===== src/rtl/ssd_pkg.sv =====
package ssd_pkg;

   localparam int CODE_W = 5;
   localparam int SEG_W  = 7;

   typedef logic [CODE_W-1:0] code_t;
   typedef logic [SEG_W-1:0]  seg_t;

   // Segment byte layout: bit 6 = a ... bit 0 = g, 1 = lit.
   function automatic seg_t glyph(input code_t c);
      seg_t p;
      case (c)
         5'd0:  p = 7'h7E;
         5'd1:  p = 7'h30;
         5'd2:  p = 7'h6D;
         5'd3:  p = 7'h79;
         5'd4:  p = 7'h33;
         5'd5:  p = 7'h5B;
         5'd6:  p = 7'h5F;
         5'd7:  p = 7'h70;
         5'd8:  p = 7'h7F;
         5'd9:  p = 7'h7B;
         5'd10: p = 7'h77;
         5'd11: p = 7'h1F;
         5'd12: p = 7'h4E;
         5'd13: p = 7'h3D;
         5'd14: p = 7'h4F;
         5'd15: p = 7'h47;
         5'd16, 5'd17, 5'd18, 5'd19, 5'd20, 5'd21, 5'd22:
            p = seg_t'(7'h40 >> (c - 5'd16));
         5'd24: p = 7'h37;   // H
         5'd25: p = 7'h0E;   // L
         5'd26: p = 7'h77;   // R, shares the A shape
         5'd27: p = 7'h30;   // l, shares the 1 shape
         5'd28: p = 7'h05;   // r
         default: p = '0;    // blanks: 23, 29..31
      endcase
      return p;
   endfunction

endpackage


===== src/rtl/ssd_tick_div.sv =====
module ssd_tick_div #(
   parameter int TERMINAL = 8
) (
   input  logic clk,
   input  logic rst,
   output logic tick
);
   localparam int CNT_W = (TERMINAL < 1) ? 1 : $clog2(TERMINAL + 1);
   localparam logic [CNT_W-1:0] TOP = CNT_W'(TERMINAL);

   generate
      if (TERMINAL < 1) begin : g_bad_terminal
         $error("ssd_tick_div: TERMINAL must be at least 1");
      end
   endgenerate

   logic [CNT_W-1:0] cnt_q;

   assign tick = (cnt_q == TOP);

   always_ff @(posedge clk) begin
      if (rst)       cnt_q <= '0;
      else if (tick) cnt_q <= '0;
      else           cnt_q <= cnt_q + 1'b1;
   end

   // A tick never lasts more than one cycle.
   assert_tick_single_R7: assert property (@(posedge clk) disable iff (rst)
      tick |=> !tick);

   // The count never passes the terminal value.
   assert_cnt_bound_R7: assert property (@(posedge clk) disable iff (rst)
      cnt_q <= TOP);

endmodule


===== src/rtl/ssd_select_gen.sv =====
module ssd_select_gen (
   input  logic clk,
   input  logic rst,
   input  logic tick,
   output logic sel_next,
   output logic sel
);
   assign sel_next = tick ? ~sel : sel;

   always_ff @(posedge clk) begin
      if (rst) sel <= 1'b0;
      else     sel <= sel_next;
   end

   // The select holds its value on every cycle without a tick.
   assert_hold_no_tick_R7: assert property (@(posedge clk) disable iff (rst)
      !tick |=> $stable(sel));

   // The select flips on every tick.
   assert_flip_on_tick_R7: assert property (@(posedge clk) disable iff (rst)
      tick |=> (sel != $past(sel)));

endmodule


===== src/rtl/ssd_seg_mux.sv =====
module ssd_seg_mux
   import ssd_pkg::*;
(
   input  logic  clk,
   input  logic  rst,
   input  logic  sel_next,
   input  code_t code_lo,
   input  code_t code_hi,
   output seg_t  seg
);
   localparam int DIGITS = 2;

   code_t codes [DIGITS];
   seg_t  pats  [DIGITS];

   assign codes[0] = code_lo;
   assign codes[1] = code_hi;

   generate
      for (genvar i = 0; i < DIGITS; i++) begin : g_dec
         assign pats[i] = glyph(codes[i]);
      end
   endgenerate

   always_ff @(posedge clk) begin
      if (rst) seg <= '0;
      else     seg <= pats[sel_next];
   end

   code_t chosen;
   assign chosen = sel_next ? code_hi : code_lo;

   // A single-segment code lights exactly one line on the next cycle.
   assert_single_seg_R3: assert property (@(posedge clk) disable iff (rst)
      (chosen inside {[5'd16:5'd22]}) |=> ($countones(seg) == 1));

   // A blank code leaves every line dark on the next cycle.
   assert_blank_R5: assert property (@(posedge clk) disable iff (rst)
      (chosen == 5'd23 || chosen >= 5'd29) |=> (seg == '0));

   // Digit codes never produce a dark pattern.
   assert_digit_lit_R1: assert property (@(posedge clk) disable iff (rst)
      (chosen <= 5'd9) |=> (seg != '0));

endmodule


===== src/rtl/ssd_mux_driver.sv =====
module ssd_mux_driver
   import ssd_pkg::*;
#(
   parameter bit SIMULATE     = 1'b1,
   parameter int CLK_HZ       = 100_000_000,
   parameter int REFRESH_HZ   = 60,
   parameter int SIM_TERMINAL = 8
) (
   input  logic       clk,
   input  logic       rst,
   input  logic [4:0] code_lo,
   input  logic [4:0] code_hi,
   output logic [6:0] seg_out,
   output logic       digit_sel
);
   localparam int TICK_HZ     = 2 * REFRESH_HZ;
   localparam int HW_TERMINAL = CLK_HZ / TICK_HZ - 1;

   generate
      if (REFRESH_HZ <= 50) begin : g_bad_refresh
         $error("ssd_mux_driver: REFRESH_HZ must exceed 50");
      end
      if (CLK_HZ < 2 * TICK_HZ) begin : g_bad_clock
         $error("ssd_mux_driver: CLK_HZ too low for REFRESH_HZ");
      end
      if (SIM_TERMINAL < 1) begin : g_bad_sim
         $error("ssd_mux_driver: SIM_TERMINAL must be at least 1");
      end
   endgenerate

   logic tick;
   logic sel_next;
   seg_t seg_q;

   generate
      if (SIMULATE) begin : g_sim_div
         ssd_tick_div #(.TERMINAL(SIM_TERMINAL)) u_div (
            .clk  (clk),
            .rst  (rst),
            .tick (tick)
         );
      end else begin : g_hw_div
         ssd_tick_div #(.TERMINAL(HW_TERMINAL)) u_div (
            .clk  (clk),
            .rst  (rst),
            .tick (tick)
         );
      end
   endgenerate

   ssd_select_gen u_sel (
      .clk      (clk),
      .rst      (rst),
      .tick     (tick),
      .sel_next (sel_next),
      .sel      (digit_sel)
   );

   ssd_seg_mux u_mux (
      .clk      (clk),
      .rst      (rst),
      .sel_next (sel_next),
      .code_lo  (code_lo),
      .code_hi  (code_hi),
      .seg      (seg_q)
   );

   assign seg_out = seg_q;

   // Reset leaves a dark display and a low select.
   assert_reset_clear_R8: assert property (@(posedge clk)
      rst |=> (seg_out == '0 && !digit_sel));

   // With both codes steady across a select flip, the outputs show the newly chosen digit.
   assert_mux_leg_R6: assert property (@(posedge clk) disable iff (rst)
      ($changed(digit_sel) && $stable(code_lo) && $stable(code_hi) && !$past(rst))
      |-> (seg_out == (digit_sel ? glyph(code_hi) : glyph(code_lo))));

endmodule


===== config.mk =====
export PLATFORM = sky130hd
export DESIGN_NAME = ssd_mux_driver
export DESIGN_NICKNAME = d
export VERILOG_FILES = /design/src/rtl/ssd_pkg.sv /design/src/rtl/ssd_tick_div.sv /design/src/rtl/ssd_select_gen.sv /design/src/rtl/ssd_seg_mux.sv /design/src/rtl/ssd_mux_driver.sv
export SDC_FILE = /design/constraint.sdc
export NUM_CORES = 1
export LEC_CHECK = 0
export ABC_AREA = 1
export BUFFER_PORTS_ARGS = -buffer_cell sky130_fd_sc_hd__buf_4
export CORE_ASPECT_RATIO = 0.6
export CORE_MARGIN = 2
export CORE_UTILIZATION = 54
export CTS_BUF_LIST = sky130_fd_sc_hd__clkbuf_4 sky130_fd_sc_hd__clkbuf_8
export DETAILED_ROUTE_END_ITERATION = 8
export PLACE_DENSITY = 0.82
export SLEW_MARGIN = 20
export SYNTH_ARGS = -nofsm -noshare
export SYNTH_HDL_FRONTEND = slang
export SYNTH_SLANG_ARGS = --single-unit
export TNS_END_PERCENT = 100

===== constraint.sdc =====
create_clock -name clk -period 1.3 [get_ports clk]
set_input_delay 0.065 -clock clk [delete_from_list [all_inputs] [get_ports clk]]
set_output_delay 0.065 -clock clk [all_outputs]
set_load 0.03 [all_outputs]

==> flow_summary_export.csv <==
group,metric,value,unit
status,status,"finished clean",
worst_setup_path,critPathCapture,"u_mux.seg[3]$_SDFF_PP0_",
floorplanning,die_h,44.6,µm
drt,m1WireLength,2.12,mm
drt,highest_layer,"met4",
power_and_ir_drop,power.density,691,nW/µm²
global_routing,antenna_found_initial,0,
floorplanning,fp.dieW,71.7,µm
logic_synthesis,ys_seq_area_share,16.2,%
worst_setup_path,critPathSlowestCell,"dfxtp_2",
logic_synthesis,netlist_area,1490,µm²
worst_setup_path,ff2ff_setup_slack,0.07,ns
global_routing,grt.total_usage,30.2,%
finish,drive_gt1_share,19.2,%
drt,wl_met3,761,µm
flow_run,drv_cap,0,
drt,drc_errors,0,
power_and_ir_drop,p_leak,1.06,nW
finish,layout_common_cells,"nand2_1, nor2_1, nand3_1",
timing,skew,0.00442,ns
timing,maxSlewHeadroom,64.5,%
logic_synthesis,syn_area_per_cell,5.20,µm²
placed_design,routabilityCongestion,1.02,
logic_synthesis,synth_cells,286,
drt,dr.pass1.iters,7,
worst_setup_path,worstReg2RegEnd,"u_mux.seg[3]$_SDFF_PP0_",
global_routing,grt.overflow.total,0,
worst_setup_path,r2r_cells,7,
worst_hold_path,hp-class,"in2reg",
timing,post-route-period-util,94.7,%
finish,final_common_cell,"nand2_1",
worst_setup_path,worstPathRequired,1.48,ns
floorplanning,core-area,2560,µm²
floorplanning,start_util,58.1,%
worst_setup_path,startpoint,"g_sim_div.u_div.cnt_q[0]$_SDFF_PP0_",
worst_setup_path,critical_path_class,"reg2reg",
timing,hold_viol,0,
timing,setup_viol,0,
floorplanning,fp-row-count,14,
drt,drtAntennaViolNets,0,
placed_design,placed_area,1720,µm²
drt,avgRoutedWirePerCell,12.6,µm
finish,syn2layout_area_growth,21.2,%
clock_network,clockBufferDepth,2,
clock_network,postCtsHoldBufs,0,
clock_network,htreeDepth,1,
clock_network,cts_tree,"built",
placed_design,dp_hpwl,3.54,mm
global_routing,grt_pass1_vias,1567,
worst_setup_path,crit_path_max_fanout,5,
finish,fin_area,1800,µm²
worst_setup_path,slowest_delay,0.32,ns
finish,diodes,0,
clock_network,path_clk_slew,0.05,ns
clock_network,cts_sinks,12,
clock_network,cts-root-buf,"clkbuf_8",
global_routing,grt_pass1_wl,7.40,mm
timing,clock.fmax,0.813,GHz
logic_synthesis,synth.distinct_cells,24,
worst_setup_path,worstReg2RegStart,"g_sim_div.u_div.cnt_q[0]$_SDFF_PP0_",
power_and_ir_drop,vdd_ir_drop_max,0.000679,V
worst_setup_path,worstPathArrival,1.41,ns
finish,nNetsFinal,333,
power_and_ir_drop,total_power,0.00124,W
placed_design,io_buffer_count,19,
timing,final.min_clock_period,1.23,ns
drt,met2_length,1.53,mm
floorplanning,ios,20,
drt,drt-total-wl,4.41,mm
clock_network,numCtsBuffers,3,
clock_network,clk_latency,0.24,ns
drt,vias,1919,
logic_synthesis,syn_nets,300,
worst_setup_path,start_kind,"flip-flop",
drt,vias_per_cell,5.50,
global_routing,grt_start_max_net_pins,12,
timing,finalMaxSlewViolations,0,
logic_synthesis,ys_ff_latch,12,
worst_setup_path,endpoint_kind,"flip-flop",
floorplanning,dieArea,3200,µm²
worst_setup_path,path_cells,"inv_1 > ha_2 > nand2_2 > xor2_4 > buf_6 > nand2_1 > a21oi_1",
drt,drt_iter0_drc,303,
logic_synthesis,ys.warnings.count,0,
timing,worstMarginPinSlew,0.527,ns
==> power breakdown <==
group | leakage, nW | switching (W) | internal, W | total (W)
combinational | 0.938 | 0.000311 | 0.000182 | 0.000493
sequential | 0.0994 | 0.0000115 | 0.000398 | 0.000410
clock | 0.0216 | 0.000137 | 0.000204 | 0.000341
total | 1.06 | 0.000460 | 0.000784 | 0.00124
==> cells in the mapped netlist (all sizes together) <==
cell type / number / area (µm²)
ha: 2 / 25.0
dfxtp: 12 / 240
nor3: 3 / 15.0
o21ai: 3 / 15.0
xor2: 1 / 27.5
clkbuf: 1 / 3.75
xnor2: 1 / 8.76
a21oi: 9 / 45.0
inv: 30 / 113
nand3: 44 / 225
o211ai: 2 / 15.0
nor4: 1 / 6.26
buf: 5 / 46.3
nand3b: 1 / 7.51
nor2: 72 / 319
nand2: 99 / 374
==> area by class of cell <==
| class | count | area (µm²) |
|---|---|---|
| multi-input combinational | 238 | 1100 |
| sequential | 12 | 243 |
| inverter | 30 | 113 |
| clock buffer | 3 | 41.3 |
| tap | 32 | 40.0 |
| timing repair buffer | 34 | 263 |
| fill | 229 | 756 |
==> flip-flops by register name, indices dropped and copies added, names as in the netlist <==
| register | count |
|---|---|
| g_sim_div.u_div.cnt_q | 4 |
| u_mux.seg | 7 |
| u_sel.sel | 1 |
==> worst min-delay path by stage <==
stage / cells after the start / slack (ns) / start / to
6_report: 2 / 0.06 / rst / u_mux.seg[0]$_SDFF_PP0_
5_1_grt: 2 / 0.07 / rst / u_mux.seg[0]$_SDFF_PP0_
4_1_cts: 2 / 0.06 / rst / u_mux.seg[0]$_SDFF_PP0_
3_5_place_dp: 2 / 0.31 / rst / u_mux.seg[6]$_SDFF_PP0_
3_3_place_gp: 2 / 0.31 / rst / u_mux.seg[0]$_SDFF_PP0_
2_1_floorplan: 2 / 0.36 / rst / u_sel.sel$_SDFF_PP0_
==> critical path, delay by kind of cell (launching register included) <==
kind | cells | cell delay [ns]
DFF | 1 | 0.32
xor gates and xnor gates | 1 | 0.20
buffers and inverters | 2 | 0.19
adders and majority gates | 1 | 0.17
and+or+nand+nor | 2 | 0.16
AOI/OAI and AO/OA | 1 | 0.13
==> kinds of logic (layout without fill, tap and decap cells) <==
family,count (synthesis),count (layout),share of synthesized area [%]
flip-flops,12,12,16.2
AO/OA/AOI/OAI,14,14,5.05
adder cells (fa/ha/maj),2,2,1.68
AND/OR/NAND/NOR,220,220,63.7
buffers and inverters,36,67,10.9
XOR/XNOR,2,2,2.44
==> what timing repair did <==
action / CTS / global route
gates resized for setup: 0 / 9
hold endpoints to repair: 0 / 0
endpoints found under the setup margin: 0 / 7
buffers inserted: 0 / 2
==> metal layers <==
layer | vias to the layer above | track usage (%)
li1 | 959 | -
met1 | 834 | 48.8
met2 | 124 | 36.5
met3 | 2 | 13.7
met4 | 0 | 1.13
met5 | - | 0
==> through the flow <==
| stage | util [%] | TNS, ns | setup WS, ns | hold WS (ns) | cells |
|---|---|---|---|---|---|
| after floorplan | - | 0 | 0.0166 | 0.357 | 286 |
| after global placement | 67.2 | 0 | 0.0571 | 0.308 | 344 |
| after detailed placement | 67.2 | 0 | 0.0237 | 0.312 | 344 |
| after CTS | 68.8 | 0 | 0.00376 | 0.0593 | 347 |
| after global routing | 70.5 | -0.0379 | -0.0217 | 0.0706 | 349 |
| final | 70.5 | 0 | 0.0694 | 0.0613 | 349 |
Note: power is estimated with default switching activity, not from simulation.
